[src/rtl/tseq_pkg.sv]
package tseq_pkg;
   localparam int NFLAG  = 6;
   localparam int NSTG   = 9;
   localparam int SW     = $clog2(NSTG);
   // flag bit positions
   localparam int F_CONV = 0;
   localparam int F_POOL = 1;
   localparam int F_FC   = 2;
   localparam int F_BN   = 3;
   localparam int F_RELU = 4;
   localparam int F_ELTW = 5;
   // stage positions, in execution order
   localparam int S_LOAD  = 0;
   localparam int S_CONV  = 1;
   localparam int S_POOL  = 2;
   localparam int S_FC    = 3;
   localparam int S_BN    = 4;
   localparam int S_RELU  = 5;
   localparam int S_ELTW  = 6;
   localparam int S_OBUF  = 7;
   localparam int S_WBACK = 8;
   typedef logic [SW-1:0]    stg_idx_t;
   typedef logic [NSTG-1:0]  stg_vec_t;
   typedef logic [NFLAG-1:0] flag_vec_t;
endpackage

[src/rtl/tseq_flag_mask.sv]
module tseq_flag_mask
   import tseq_pkg::*;
#(
   parameter logic [NFLAG-1:0] LAYER_PRESENT = '1
) (
   input  flag_vec_t flags_in,
   output flag_vec_t flags_out,
   output logic      key_ok
);
   for (genvar i = 0; i < NFLAG; i++) begin : g_bit
      if (LAYER_PRESENT[i]) begin : g_keep
         assign flags_out[i] = flags_in[i];
      end else begin : g_tie
         assign flags_out[i] = 1'b0;
      end
   end
   assign key_ok = flags_out[F_CONV] | flags_out[F_POOL] | flags_out[F_FC];
endmodule

[src/rtl/tseq_stage_enable.sv]
module tseq_stage_enable
   import tseq_pkg::*;
(
   input  flag_vec_t flags,
   output stg_vec_t  en
);
   always_comb begin
      en          = '0;
      en[S_LOAD]  = 1'b1;
      en[S_CONV]  = flags[F_CONV];
      en[S_POOL]  = flags[F_POOL] & ~flags[F_CONV];
      en[S_FC]    = flags[F_FC] & ~flags[F_CONV] & ~flags[F_POOL];
      en[S_BN]    = flags[F_BN];
      en[S_RELU]  = flags[F_RELU];
      en[S_ELTW]  = flags[F_ELTW];
      en[S_OBUF]  = 1'b1;
      en[S_WBACK] = 1'b1;
   end
endmodule

[src/rtl/tseq_next_pick.sv]
module tseq_next_pick #(
   parameter int N  = 9,
   parameter int IW = $clog2(N)
) (
   input  logic [N-1:0]  en,
   input  logic [IW-1:0] cur,
   output logic [IW-1:0] nxt,
   output logic          has_next
);
   always_comb begin
      nxt      = '0;
      has_next = 1'b0;
      for (int i = N - 1; i >= 0; i--) begin
         if (en[i] && (i > int'(cur))) begin
            nxt      = IW'(i);
            has_next = 1'b1;
         end
      end
   end
endmodule

[src/rtl/tile_stage_seq.sv]
module tile_stage_seq
   import tseq_pkg::*;
#(
   parameter logic [5:0] LAYER_PRESENT = 6'b111111
) (
   input  logic       clk,
   input  logic       rst_n,
   input  logic       tile_start,
   input  logic [5:0] sel_flags,
   input  logic [8:0] stage_done,
   output logic [8:0] stage_go,
   output logic       busy,
   output logic       tile_done,
   output logic       cfg_err
);
   if (LAYER_PRESENT[2:0] == 3'b000) begin : g_bad_cfg
      $error("tile_stage_seq: LAYER_PRESENT must keep at least one key layer");
   end

   flag_vec_t live_m, flags_q;
   logic      live_key_ok;
   stg_vec_t  en;
   stg_idx_t  cur_q, nxt;
   logic      has_next;
   stg_vec_t  go_q;
   logic      busy_q, done_q, err_q;

   tseq_flag_mask #(.LAYER_PRESENT(LAYER_PRESENT)) u_mask (
      .flags_in (sel_flags),
      .flags_out(live_m),
      .key_ok   (live_key_ok)
   );

   tseq_stage_enable u_en (
      .flags(flags_q),
      .en   (en)
   );

   tseq_next_pick #(.N(NSTG), .IW(SW)) u_pick (
      .en      (en),
      .cur     (cur_q),
      .nxt     (nxt),
      .has_next(has_next)
   );

   always_ff @(posedge clk or negedge rst_n) begin
      if (!rst_n) begin
         busy_q  <= 1'b0;
         cur_q   <= '0;
         go_q    <= '0;
         done_q  <= 1'b0;
         err_q   <= 1'b0;
         flags_q <= '0;
      end else begin
         go_q   <= '0;
         done_q <= 1'b0;
         err_q  <= 1'b0;
         if (!busy_q) begin
            if (tile_start) begin
               flags_q <= live_m;
               if (live_key_ok) begin
                  busy_q <= 1'b1;
                  cur_q  <= stg_idx_t'(S_LOAD);
                  go_q   <= stg_vec_t'(1) << S_LOAD;
               end else begin
                  done_q <= 1'b1;
                  err_q  <= 1'b1;
               end
            end
         end else if (stage_done[cur_q]) begin
            if (has_next) begin
               cur_q <= nxt;
               go_q  <= stg_vec_t'(1) << nxt;
            end else begin
               busy_q <= 1'b0;
               done_q <= 1'b1;
            end
         end
      end
   end

   assign stage_go  = go_q;
   assign busy      = busy_q;
   assign tile_done = done_q;
   assign cfg_err   = err_q;
endmodule

[config.mk]
export PLATFORM = sky130hd
export DESIGN_NAME = tile_stage_seq
export DESIGN_NICKNAME = d
export VERILOG_FILES = /design/src/rtl/tseq_pkg.sv /design/src/rtl/tseq_flag_mask.sv /design/src/rtl/tseq_stage_enable.sv /design/src/rtl/tseq_next_pick.sv /design/src/rtl/tile_stage_seq.sv
export SDC_FILE = /design/constraint.sdc
export NUM_CORES = 1
export LEC_CHECK = 0
export ABC_CLOCK_PERIOD_IN_PS = 2350
export BUFFER_PORTS_ARGS = -buffer_cell sky130_fd_sc_hd__buf_2
export CAP_MARGIN = 20
export CORE_MARGIN = 2
export CORE_UTILIZATION = 30
export CTS_CLUSTER_SIZE = 30
export DETAILED_ROUTE_END_ITERATION = 10
export HOLD_SLACK_MARGIN = 0.03
export MAX_ROUTING_LAYER = met4
export SYNTH_ARGS = -nofsm -noshare
export SYNTH_HDL_FRONTEND = slang
export SYNTH_SLANG_ARGS = --single-unit
[constraint.sdc]
create_clock -name clk -period 2.35 [get_ports clk]
set_clock_uncertainty 0.2 [all_clocks]
set_input_delay 0.3525 -clock clk [delete_from_list [all_inputs] [get_ports clk]]
set_output_delay 0.3525 -clock clk [all_outputs]
set_load 0.01 [all_outputs]
==> flow_summary.json <==
{
  "status": "complete, no violations",
  "dieWidth_um": 64.4,
  "p_leak_nw": 0.644,
  "peakVddDrop_mv": 0.549,
  "yosys.cell_types.count": 36,
  "ant_nets": 0,
  "grt_max_degree": 23,
  "ys_warn_count": 0,
  "power_frac_seq_pct": 37.8,
  "setup.worst_path.start": "cur_q[1]$_DFFE_PN0P_",
  "wl_per_cell_um": 13.8,
  "max_freq_mhz": 468,
  "core_mm2": 0.00342,
  "p_int_mw": 1.03,
  "nets": 144,
  "htree_levels": 1,
  "clkSinkCount": 22,
  "r2r_cells": 4,
  "grt_overflow": 0,
  "synthArstFlopShare_pct": 100,
  "yosysSeqAreaShare_pct": 50.3,
  "max-slew-margin-rel_pct": 58.1,
  "drtIter0Drc": 36,
  "critPathKind": "reg -> reg",
  "fin_crit_ns": 2.14,
  "placed_area_mm2": 0.00129,
  "power_frac_comb_pct": 52.5,
  "synth_ff_type": "dfrtp_1",
  "netlist_area_mm2": 0.00109,
  "insertion_delay_ns": 0.30,
  "rsz0062_at_grt": "false",
  "pre_cts_ws_ns": 0.208,
  "synth_simple_gate_area_share_pct": 23.7,
  "p_sw_mw": 0.737,
  "drive_above_1_share_pct": 41.9,
  "seqCellArea_um2": 551,
  "synthCells": 91,
  "finalSetupViolations": 0,
  "io_buffers": 29,
  "synth_mux_area_share_pct": 12.1,
  "r2r_end": "stage_go[6]$_DFF_PN0_",
  "hold_slack_ns": 0.0430,
  "instances_no_fill": 170,
  "root_buffer": "clkbuf_4",
  "crit_path_end_kind": "register",
  "worst_slack_ns": 0.212,
  "required_ns": 2.36,
  "postLayoutCoreUtil_pct": 39.0,
  "area_growth_pct": 22.0,
  "drc_errors": 0,
  "antenna_cells": 0,
  "power_density_mw_per_mm2": 1320,
  "initial_utilization_pct": 32.0,
  "die-height_um": 64.4,
  "slew_viol_final": 0,
  "viasPerCell": 4.99,
  "synth_edf_count": 0,
  "numCtsBuffers": 3,
  "max_cap_violations": 0,
  "num_rows": 21,
  "clkTransAtPathRegs_ns": 0.11,
  "hpwl_mm": 1.77,
  "stdcell_area_mm2": 0.00133,
  "period_share_pct": 91.0,
  "grt_pass1_vias": 831,
  "critical_path_arrival_ns": 2.15,
  "dr_total_vias": 848,
  "fin_total_pwr_mw": 1.76,
  "cts.path.max_buffers": 2,
  "critPathMaxFanout": 11,
  "r2r_setup_slack_ns": 0.21,
  "n_fill_cell": 351,
  "final_cell_mix": "29 x buf_2, 22 x dfrtp_1, 8 x nand2_1",
  "pin_count": 30,
  "finalHoldViolCount": 0,
  "syn-num-nets": 109,
  "worstMarginPinSlew_ns": 0.622,
  "synth_top_family_by_area": "simple AND/OR/NAND/NOR gates",
  "r2r_start": "cur_q[1]$_DFFE_PN0P_",
  "swShare_pct": 41.8,
  "tritoncts": "done",
  "synthAdderAreaFrac_pct": 0,
  "min_path_type": "in -> reg",
  "cp-start-kind": "register",
  "clock_power_share_pct": 9.6,
  "fin_setup_tns_ns": 0,
  "grtUsageTotal_pct": 13.0,
  "crit_path_end": "stage_go[6]$_DFF_PN0_",
  "antenna_found_initial": 0,
  "dieArea_mm2": 0.00414,
  "synth-xor-area-share_pct": 0,
  "post-place-cells": 165,
  "synth_compound_area_share_pct": 10.2,
  "dr.pass1.iters": 4,
  "layout_commonest_cell": "buf_2",
  "grt_pass1_wl_mm": 4.02,
  "gp_congestion": 0.865,
  "synth_seq_cells": 22,
  "syn_avg_cell_area_um2": 12.0,
  "multiInputGateArea_um2": 504,
  "drt-total-wl_mm": 2.34
}
-- kinds of logic after synthesis --
kind of cell | after synthesis
muxes | 10
AOI/OAI and AO/OA | 14
and+or+nand+nor | 39
buffers and inverters | 6
DFF | 22
-- routing by layer --
layer,track usage (%),share of wire [%]
met1,16.6,46
met2,19.7,47
met3,2.29,4.0
met4,7.18,3.5
met5,-,0
-- power by group through the flow --
stage / clock, mW / sequential [mW] / combinational (mW)
2_1_floorplan: 0 / 0.625 / 0.739
3_3_place_gp: 0 / 0.669 / 0.898
3_5_place_dp: 0 / 0.677 / 0.913
4_1_cts: 0.179 / 0.667 / 0.925
5_1_grt: 0.192 / 0.699 / 1.03
6_report: 0.170 / 0.667 / 0.926
-- cells in the mapped netlist (3+ instances only) --
library cell  number  area share (%)
dfrtp_1           22              50
nand2_1            8             2.7
mux2_2             6             6.2
nor2b_1            4             2.3
nor4_1             4             2.3
and2_1             3             1.7
nor2_1             3             1.0
-- flip-flops by register name, indices dropped and copies added, names as in the netlist --
register   cells
busy           1
cfg_err        1
cur_q          4
flags_q        6
stage_go       9
tile_done      1
-- worst max-delay path, stage by stage, from the launching register on --
cell and delay (ns):
dfrtp_1 0.50, o211a_1 0.26, a2111oi_1 0.55, o31ai_1 0.25, and4bb_2 0.28
-- area by class of cell --
class / count / area share (%)
clock buffers: 3 / 1.69
inverters: 1 / 0.281
multi-input cells: 63 / 37.8
flip-flops and latches: 22 / 41.3
well taps: 46 / 4.32
repair buffers: 35 / 14.6
-- repair_timing --
item / 4_1_cts / 5_1_grt
resized for setup: 0 / 1
endpoints found under the hold margin: 23 / 0
setup buffers: 0 / 0
hold buffers: 2 / 0
setup endpoints to repair: 0 / 6
-- worst min-delay path by stage --
stage            startpoint                    end  slack (ns)  cells after the start
2_1_floorplan         rst_n         busy$_DFF_PN0_       -0.14                      0
5_1_grt        sel_flags[2]      cfg_err$_DFF_PN0_        0.05                      2
4_1_cts        sel_flags[0]      cfg_err$_DFF_PN0_        0.04                      2
3_5_place_dp          rst_n  stage_go[2]$_DFF_PN0_        0.14                      1
3_3_place_gp          rst_n  stage_go[2]$_DFF_PN0_        0.14                      1
6_report       sel_flags[2]      cfg_err$_DFF_PN0_        0.04                      2
Power figures use the tool's default switching activity.
